--- config.mk ---
export PLATFORM = sky130hd
export DESIGN_NAME = pwr_mode_ctrl
export DESIGN_NICKNAME = d
export VERILOG_FILES = /design/src/rtl/pwr_mode_pkg.sv /design/src/rtl/mc_timer.sv /design/src/rtl/rst_qualifier.sv /design/src/rtl/lp_fsm.sv /design/src/rtl/pwr_mode_ctrl.sv
export SDC_FILE = /design/constraint.sdc
export NUM_CORES = 1
export LEC_CHECK = 0
export BUFFER_PORTS_ARGS = -buffer_cell sky130_fd_sc_hd__buf_4
export CAP_MARGIN = 0
export CORE_MARGIN = 2
export CORE_UTILIZATION = 51
export CTS_BUF_LIST = sky130_fd_sc_hd__clkbuf_4 sky130_fd_sc_hd__clkbuf_8 sky130_fd_sc_hd__clkbuf_16
export DETAILED_ROUTE_END_ITERATION = 12
export GPL_TIMING_DRIVEN = 0
export HOLD_SLACK_MARGIN = 0.08
export PLACE_DENSITY = 0.9
export SETUP_SLACK_MARGIN = 0.05
export SYNTH_ARGS = -nofsm -noshare
export SYNTH_HDL_FRONTEND = slang
export SYNTH_SLANG_ARGS = --single-unit
--- constraint.sdc ---
create_clock -name clk -period 2.9 [get_ports clk]
set_input_delay 0.145 -clock clk [delete_from_list [all_inputs] [get_ports clk]]
set_output_delay 0.145 -clock clk [all_outputs]
set_load 0.01 [all_outputs]
--- src/rtl/pwr_mode_pkg.sv ---
package pwr_mode_pkg;

    typedef enum logic [2:0] {
        ST_RUN,
        ST_IDLE,
        ST_WAKE,
        ST_RSTWIN,
        ST_PDOWN,
        ST_INRST
    } lp_state_e;

    typedef struct packed {
        logic cpu_en;
        logic per_en;
        logic osc_en;
        logic ram_blk;
    } gate_t;

    // Clock gating and RAM protection as a function of mode and pin level
    function automatic gate_t gates_for(lp_state_e s, logic pin);
        gate_t g;
        case (s)
            ST_IDLE, ST_WAKE: g = '{cpu_en: 1'b0, per_en: 1'b1, osc_en: 1'b1, ram_blk: 1'b0};
            ST_RSTWIN:        g = '{cpu_en: 1'b1, per_en: 1'b1, osc_en: 1'b1, ram_blk: 1'b1};
            ST_PDOWN:         g = '{cpu_en: 1'b0, per_en: 1'b0, osc_en: pin,  ram_blk: 1'b0};
            ST_INRST:         g = '{cpu_en: 1'b1, per_en: 1'b1, osc_en: 1'b1, ram_blk: 1'b1};
            default:          g = '{cpu_en: 1'b1, per_en: 1'b1, osc_en: 1'b1, ram_blk: 1'b0};
        endcase
        return g;
    endfunction

endpackage

--- src/rtl/mc_timer.sv ---
module mc_timer #(
    parameter int CLKS_PER_MC = 12
) (
    input  logic clk,
    input  logic rst,
    input  logic tick_en,
    output logic mc_end
);
    localparam int PH_W = (CLKS_PER_MC > 1) ? $clog2(CLKS_PER_MC) : 1;
    localparam logic [PH_W-1:0] PH_LAST = PH_W'(CLKS_PER_MC - 1);

    logic [PH_W-1:0] phase;

    always_ff @(posedge clk) begin
        if (rst) begin
            phase <= '0;
        end else if (tick_en) begin
            phase <= (phase == PH_LAST) ? '0 : phase + 1'b1;
        end
    end

    assign mc_end = tick_en && (phase == PH_LAST);

    AST_PHASE_HOLD: assert property (@(posedge clk) disable iff (rst)
        !tick_en |=> $stable(phase)) else $error("phase moved without oscillator");
endmodule

--- src/rtl/rst_qualifier.sv ---
module rst_qualifier #(
    parameter int CLKS_PER_MC = 12,
    parameter int QUAL_MC     = 2
) (
    input  logic clk,
    input  logic rst,
    input  logic rst_pin,
    input  logic osc_live,
    input  logic mc_end,
    output logic qual
);
    localparam int CNT_MAX = QUAL_MC + 1;
    localparam int Q_W     = $clog2(CNT_MAX + 1);
    localparam int HT_MAX  = (QUAL_MC + 1) * CLKS_PER_MC;
    localparam int HT_W    = $clog2(HT_MAX + 1);

    logic [Q_W-1:0] cnt;

    // The first boundary seen with the pin high opens a full machine cycle;
    // QUAL_MC further boundaries complete the qualification.
    always_ff @(posedge clk) begin
        if (rst || !rst_pin) begin
            cnt <= '0;
        end else if (mc_end && cnt != Q_W'(CNT_MAX)) begin
            cnt <= cnt + 1'b1;
        end
    end

    assign qual = (cnt == Q_W'(CNT_MAX));

    // Checker: oscillator cycles seen with the pin high
    logic [HT_W-1:0] hi_ticks;
    always_ff @(posedge clk) begin
        if (rst || !rst_pin) begin
            hi_ticks <= '0;
        end else if (osc_live && hi_ticks != HT_W'(HT_MAX)) begin
            hi_ticks <= hi_ticks + 1'b1;
        end
    end

    AST_QUAL_MIN_HOLD: assert property (@(posedge clk) disable iff (rst)
        $rose(qual) |-> (hi_ticks >= HT_W'(QUAL_MC * CLKS_PER_MC))) else $error("reset qualified early");
    AST_QUAL_FROZEN: assert property (@(posedge clk) disable iff (rst)
        (rst_pin && !osc_live) |=> (cnt == $past(cnt))) else $error("count moved with oscillator stopped");
endmodule

--- src/rtl/lp_fsm.sv ---
module lp_fsm
    import pwr_mode_pkg::*;
(
    input  logic      clk,
    input  logic      rst,
    input  logic      idle_req,
    input  logic      pdown_req,
    input  logic      wake_any,
    input  logic      rst_pin,
    input  logic      rst_qual,
    input  logic      mc_end,
    output lp_state_e st,
    output logic      idle_bit,
    output logic      pdown_bit
);
    always_ff @(posedge clk) begin
        if (rst) begin
            st        <= ST_RUN;
            idle_bit  <= 1'b0;
            pdown_bit <= 1'b0;
        end else if (rst_qual) begin
            st        <= ST_INRST;
            idle_bit  <= 1'b0;
            pdown_bit <= 1'b0;
        end else begin
            case (st)
                ST_RUN: begin
                    if (pdown_req) begin
                        st        <= ST_PDOWN;
                        pdown_bit <= 1'b1;
                    end else if (idle_req) begin
                        st       <= ST_IDLE;
                        idle_bit <= 1'b1;
                    end
                end
                ST_IDLE: begin
                    if (rst_pin) begin
                        st <= ST_RSTWIN;
                    end else if (wake_any) begin
                        st       <= ST_WAKE;
                        idle_bit <= 1'b0;
                    end
                end
                ST_RSTWIN: if (!rst_pin) st <= ST_IDLE;
                ST_WAKE:   if (mc_end)   st <= ST_RUN;
                ST_PDOWN:  st <= ST_PDOWN;
                default:   st <= ST_RUN;
            endcase
        end
    end

    AST_ONE_MODE: assert property (@(posedge clk) disable iff (rst)
        $onehot0({idle_bit, pdown_bit})) else $error("two mode bits set");
    AST_PD_EXIT_RESET: assert property (@(posedge clk) disable iff (rst)
        $fell(pdown_bit) |-> $past(rst_qual)) else $error("power-down left without reset");
    AST_IDLE_EXIT: assert property (@(posedge clk) disable iff (rst)
        $fell(idle_bit) |-> ($past(rst_qual) || $past(wake_any))) else $error("idle left without cause");
    AST_WAKE_BOUNDARY: assert property (@(posedge clk) disable iff (rst)
        (st == ST_RUN && $past(st) == ST_WAKE) |-> $past(mc_end)) else $error("wake off boundary");
endmodule

--- src/rtl/pwr_mode_ctrl.sv ---
module pwr_mode_ctrl
    import pwr_mode_pkg::*;
#(
    parameter int CLKS_PER_MC = 12,
    parameter int QUAL_MC     = 2,
    parameter int N_IRQ       = 5
) (
    input  logic             clk,
    input  logic             rst,
    input  logic             idle_req,
    input  logic             pdown_req,
    input  logic [N_IRQ-1:0] irq_req,
    input  logic [N_IRQ-1:0] irq_en,
    input  logic             rst_pin,
    input  logic             osc_running,
    output logic             cpu_clk_en,
    output logic             periph_clk_en,
    output logic             osc_en,
    output logic             int_rst,
    output logic             ram_wr_block,
    output logic             idle_bit,
    output logic             pdown_bit
);
    lp_state_e st;
    gate_t     gates;
    logic      tick_en;
    logic      mc_end;
    logic      rst_qual;
    logic      wake_any;

    assign wake_any = |(irq_req & irq_en);
    assign gates    = gates_for(st, rst_pin);
    assign tick_en  = gates.osc_en & osc_running;

    mc_timer #(.CLKS_PER_MC(CLKS_PER_MC)) u_mc (
        .clk     (clk),
        .rst     (rst),
        .tick_en (tick_en),
        .mc_end  (mc_end)
    );

    rst_qualifier #(.CLKS_PER_MC(CLKS_PER_MC), .QUAL_MC(QUAL_MC)) u_qual (
        .clk      (clk),
        .rst      (rst),
        .rst_pin  (rst_pin),
        .osc_live (tick_en),
        .mc_end   (mc_end),
        .qual     (rst_qual)
    );

    lp_fsm u_fsm (
        .clk       (clk),
        .rst       (rst),
        .idle_req  (idle_req),
        .pdown_req (pdown_req),
        .wake_any  (wake_any),
        .rst_pin   (rst_pin),
        .rst_qual  (rst_qual),
        .mc_end    (mc_end),
        .st        (st),
        .idle_bit  (idle_bit),
        .pdown_bit (pdown_bit)
    );

    assign cpu_clk_en    = gates.cpu_en;
    assign periph_clk_en = gates.per_en;
    assign osc_en        = gates.osc_en;
    assign int_rst       = rst_qual;
    assign ram_wr_block  = gates.ram_blk | rst_qual;

    AST_BLOCK_NEEDS_PIN: assert property (@(posedge clk) disable iff (rst)
        $rose(ram_wr_block) |-> $past(rst_pin)) else $error("RAM block without reset pin");
    AST_RST_BLOCKS_RAM: assert property (@(posedge clk) disable iff (rst)
        int_rst |-> ram_wr_block) else $error("RAM open during reset");
    AST_PD_CLOCKS_OFF: assert property (@(posedge clk) disable iff (rst)
        (pdown_bit && !int_rst) |-> (!cpu_clk_en && !periph_clk_en)) else $error("clock on in power-down");
endmodule

# Word level (Yosys, flattened, before mapping)
# Cells that the tools add are included.
dict set report word_totals {
  ram_bits 0
  output_inout_bits 7
  mem_bits_ro 0
  latch_bits 0
  register_bits 11
  memories 0
  input_bits 16
}
dict set report classes {
  order_cmp 0
  add_sub_neg 2
  shifts 0
  n_reduce_logical 14
  n_div 0
  mux 15
  multipliers 0
  eq_ne 20
  n_bitwise 3
}
# op n
set ops {}
lappend ops {{$mux 3} 7}
lappend ops {{$pmux 3 s5} 1}
lappend ops {{$ne 2x2->1 const B} 6}
lappend ops {{$pmux 4 s3} 1}
lappend ops {{$ne 3x3->1 const B} 3}
lappend ops {{$reduce_and 4->1} 2}
lappend ops {{$eq 3x2->1 const B} 2}
lappend ops {{$eq 3x3->1 const B} 2}
lappend ops {{$reduce_or 2->1} 3}
lappend ops {{$and 5x5->5} 1}
lappend ops {{$reduce_and 5->1} 1}
lappend ops {{$reduce_or 5->1} 1}
lappend ops {{$add 4x1->4 const B} 1}
lappend ops {{$eq 4x4->1 const B} 1}
lappend ops {{$mux 1} 4}
lappend ops {{$mux 4} 1}
lappend ops {{$ne 4x3->1 const B} 1}
lappend ops {{$ne 4x4->1 const B} 1}
lappend ops {{$eq 3x1->1 const B} 1}
lappend ops {{$logic_not 3->1} 1}
lappend ops {{$ne 3x2->1 const B} 1}
lappend ops {{$add 2x1->2 const B} 1}
lappend ops {{$eq 2x2->1 const B} 1}
lappend ops {{$logic_and 1x1->1} 2}
lappend ops {{8 further kinds} 8}

# Logic depth before layout (Yosys ltp)
dict set report logic_depth {
  word_depth 8
  mapped_depth 6
}

# Cells and area by module
# From an unflattened synthesis, not the netlist that was laid out.
dict set report hier_totals {
  cells_unflattened 64
  area_unflattened_um2 578.1
}
# mod cells_per_inst area_each_um2 n_inst seq_area_each_um2
set by_module_without_submodules {}
lappend by_module_without_submodules {lp_fsm 25 214.0 1 100.1}
lappend by_module_without_submodules {mc_timer 19 186.4 1 80.1}
lappend by_module_without_submodules {rst_qualifier 9 98.8 1 40.0}
lappend by_module_without_submodules {pwr_mode_ctrl 11 78.8 1 0.0}

# Least setup slack after synthesis
# OpenSTA, ideal clock, no wires.
dict set report synth_path {
  path_type {register to register}
  startpoint {reg u_qual.cnt[0]}
  endpoint {reg u_qual.cnt[0]}
  setup_ns 0.070
  required_time_ns 2.830
  slack_ns 1.489
  arrival_time_ns 1.341
  path_stages_with_launch 5
  cell_sequence {dfxtp_1 > ha_1 > clkbuf_1 > or4_1 > a21oi_1}
}
dict set report synth_between {
  elab_chain_cells 2
  word_cells_on_any_way 3
  classes_between {1 x add/sub; 1 x eq/ne; 1 x reduce/logical}
}
# element line_no
set synth_lines {}
lappend synth_lines {{start, declared} rst_qualifier.sv:17} ;# logic [Q_W-1:0] cnt;
lappend synth_lines {{start signal, assigned} rst_qualifier.sv:25} ;# cnt <= cnt + 1'b1;
lappend synth_lines {{branches (longest 2 deep; another with $add 2x1->2)} n/a}
# Parallel ways; which one is timed is not known.
# A chain may end at the register's enable or synchronous reset.

# Worst setup path after layout
dict set report layout_path {
  startpoint {reg u_qual.cnt[0]}
  endpoint {out ram_wr_block}
}
dict set report layout_between {
  elab_chain_cells 2
}
# element line_no
set layout_lines {}
lappend layout_lines {{$eq 2x2->1} rst_qualifier.sv:29} ;# assign qual = (cnt == Q_W'(CNT_MAX));
lappend layout_lines {{$or 1x1->1} pwr_mode_ctrl.sv:69} ;# assign ram_wr_block = gates.ram_blk | rst_qual;
lappend layout_lines {{end, declared} pwr_mode_ctrl.sv:20} ;# output logic ram_wr_block,
# Every way passes these cells.

==> metrics.md <==
| Metric | Value |
|---|---|
| Fmax | `594 MHz` |
| Synth warn | `0` |
| Leakage | `0.375 nW` |
| CTS sink count | `11` |
| Max Fanout on Critical Path | `9` |
| Pwr Density | `457 nW/um2` |
| Post-CTS setup repair buffer count | `0` |
| R2r setup slk | `1410 ps` |
| Setup crit end kind | `primary output` |
| Hold path start | `rst_pin` |
| R2R depth | `4` |
| Avg Inst Size Synth | `8.63 um2` |
| Clk_lat worst skew | `280 ps` |
| Die area | `1680 um2` |
| First-pass GRT wire length | `2.56 mm` |
| Setup crit start kind | `register` |
| Die X | `41.0 um` |
| Period utilization | `58.0%` |
| Port bufs | `21` |
| GRT Util Overall | `23.9%` |
| DRC Markers | `0` |
| Via-to-Cell Ratio | `5.74` |
| Vias in the first global route | `626` |
| RSZ-0062 raised after global routing | `no` |
| Crit-path cells | `ha_1 -> clkbuf_1 -> inv_1 -> o21ai_0 -> buf_4` |
| Top delay family on crit path | `buffers and inverters` |
| Hold endpoint | `u_qual.cnt[0]` |
| Post-synth cell types | `35` |
| Cell Count, Final, Fillers Out | `121` |
| Initial antenna violation count | `0` |
| Post-synth top flop | `dfxtp_1` |
| Peak VDD IR | `0.360 mV` |
| ANT nets after route | `0` |
| Ant diodes | `0` |
| Status | `finished, final reports clean` |
| Async set-reset flop share out of synthesis | `0%` |
| Critical Path AT | `1540 ps` |
| Finish-stage setup viols | `0` |
| Vias | `695` |
| Hold_ws | `137 ps` |
| Clock root cell | `clkbuf_4` |
| Final setup skew | `14.0 ps` |
| Synth area leaders | `dfxtp_1, o21ai_0, buf_6, a21oi_1, inv_1` |
| Hold crit path type | `in -> reg` |
| Die height | `41.0 um` |
| Cell taking the most area after synthesis | `dfxtp_1` |
| Initial DRC count | `11` |
| Fin crit period | `1680 ps` |
| PostCTS Resize Cnt | `0` |
| R2r startpoint | `u_qual.cnt[0]` |
| CORE AREA | `1280 um2` |
| Total CTS buffers | `3` |
| Largest net degree at the start of global routing | `11` |
| Rows | `13` |
| Area growth syn-to-layout | `29.5%` |
| Max Buffers Root-to-Sink | `2` |
| Htree depth | `1` |
| Synth Register Bits | `11` |
| Slowest CP cell | `dfxtp_1` |
| Commonest cells post-synth | `dfxtp_1, inv_1, o21ai_0` |
| EDFF count, synth | `0` |
| Grt ovf | `0` |
| Sequential-to-total area share from yosys stat | `31.5%` |
| Rel. slew slack | `65.9%` |
| Synthesized net count | `99` |
| Worst Path Required | `2760 ps` |
| Final Hold Viols | `0` |
| Layout net count | `125` |
| CP max stage delay | `360 ps` |
| Worst path bufs/invs | `3` |
| CTS tree | `done` |
| WL/cell | `13.3 um` |
| Top Ports | `23` |
| Mapped cell area | `699 um2` |
| Hold-fix buffers, CTS | `0` |
| Critical setup path kind | `reg -> out` |
| Final Max Slew Viols | `0` |
| Clock-pin slew on the worst setup and hold paths | `80 ps` |
| Layout cell share with drive strength beyond 1 | `30.2%` |
| Synth top area share | `31.5%` |
| Max cap viols | `0` |
| Cells after DPL | `117` |
| Most common cell in the synthesized netlist | `dfxtp_1` |
| DR pass1 iterations | `4` |
| DP HPWL | `1.17 mm` |
| Power Total | `0.414 mW` |
| WHS Path Cells | `3` |
| Final wirelength | `1.61 mm` |
| FF-to-FF End | `u_qual.cnt[0]` |
| Cells after synthesis | `81` |
| Starting Density | `54.4%` |
| RePlAce Congestion | `0.747` |
| Worst-Margin Slew | `511 ps` |
| Setup TNS Final | `0 ps` |
==> worst max-delay path by stage <==
stage | startpoint | to | slack (ps) | cells past startpoint
finish | u_qual.cnt[0] | ram_wr_block | 1220 | 5
global route | u_qual.cnt[0] | ram_wr_block | 1160 | 5
CTS | u_qual.cnt[0] | ram_wr_block | 1240 | 5
detailed placement | u_mc.phase[0] | u_qual.cnt[0] | 1430 | 4
global placement | u_qual.cnt[0] | u_qual.cnt[0] | 1450 | 4
floorplan | u_qual.cnt[0] | u_qual.cnt[0] | 1490 | 4
==> state kept, by name (all words and copies together) (netlist names) <==
signal	cells
u_fsm.idle_bit	1
u_fsm.pdown_bit	1
u_fsm.st	3
u_mc.phase	4
u_qual.cnt	2
==> final cells by class <==
type                            instances  area [um2]
Sequential cell                        11         220
Tap cell                               15        18.8
Timing Repair Buffer                   21         158
Buffer                                  6        48.8
Multi-Input combinational cell         57         404
Clock buffer                            4        30.0
Inverter                                7        26.3
Fill cell                             110         379
==> tightest hold or removal path: stages <==
cell and delay, ps:
buf_4 140, nand2_1 60, a21oi_1 30
==> report_power, final <==
| part | total (mW) | internal (mW) | switching [mW] |
|---|---|---|---|
| Sequential | 0.168 | 0.162 | 0.00562 |
| Combinational | 0.126 | 0.0647 | 0.0617 |
| Clock | 0.120 | 0.0627 | 0.0572 |
==> layer usage <==
layer	share of wire [%]	wire length, um	vias up	GRT usage [%]
li1	-	-	359	-
met1	46	736	317	29.0
met2	48	767	15	39.1
met3	3.7	60	4	3.26
met4	2.8	45	0	15.0
met5	0	0	-	0
==> cell usage in the layout (no fill, tap or decap), drive strengths merged, types with 2 or more instances in the layout <==
cell and count:
buf 25, dfxtp 11, o21ai 7, inv 7
a21oi 6, clkbuf 6, nand2 5, a31oi 4
nor2 3, or4 3, nand3 3, o31ai 2
nor3 2, ha 2, nor4b 2
==> metrics by stage <==
stage / setup WS (ps) / utilization, % / instance area, um2
floorplan: 1490 / - / 699
global placement: 1450 / 68.2 / 876
detailed placement: 1430 / 68.2 / 876
CTS: 1240 / 70.5 / 906
global route: 1160 / 70.5 / 906
finish: 1220 / 70.5 / 906
==> cell families (layout without fill, tap and decap cells) <==
family | after synthesis | count (layout) | synth area share [%]
xor gates and xnor gates | 2 | 2 | 2.50
AOI/OAI and AO/OA | 28 | 28 | 26.7
adders and majority gates | 2 | 2 | 3.58
buffers and inverters | 13 | 38 | 10.7
DFF | 11 | 11 | 31.5
and+or+nand+nor | 25 | 25 | 25.0
Note: power is estimated with default switching activity, not from simulation.
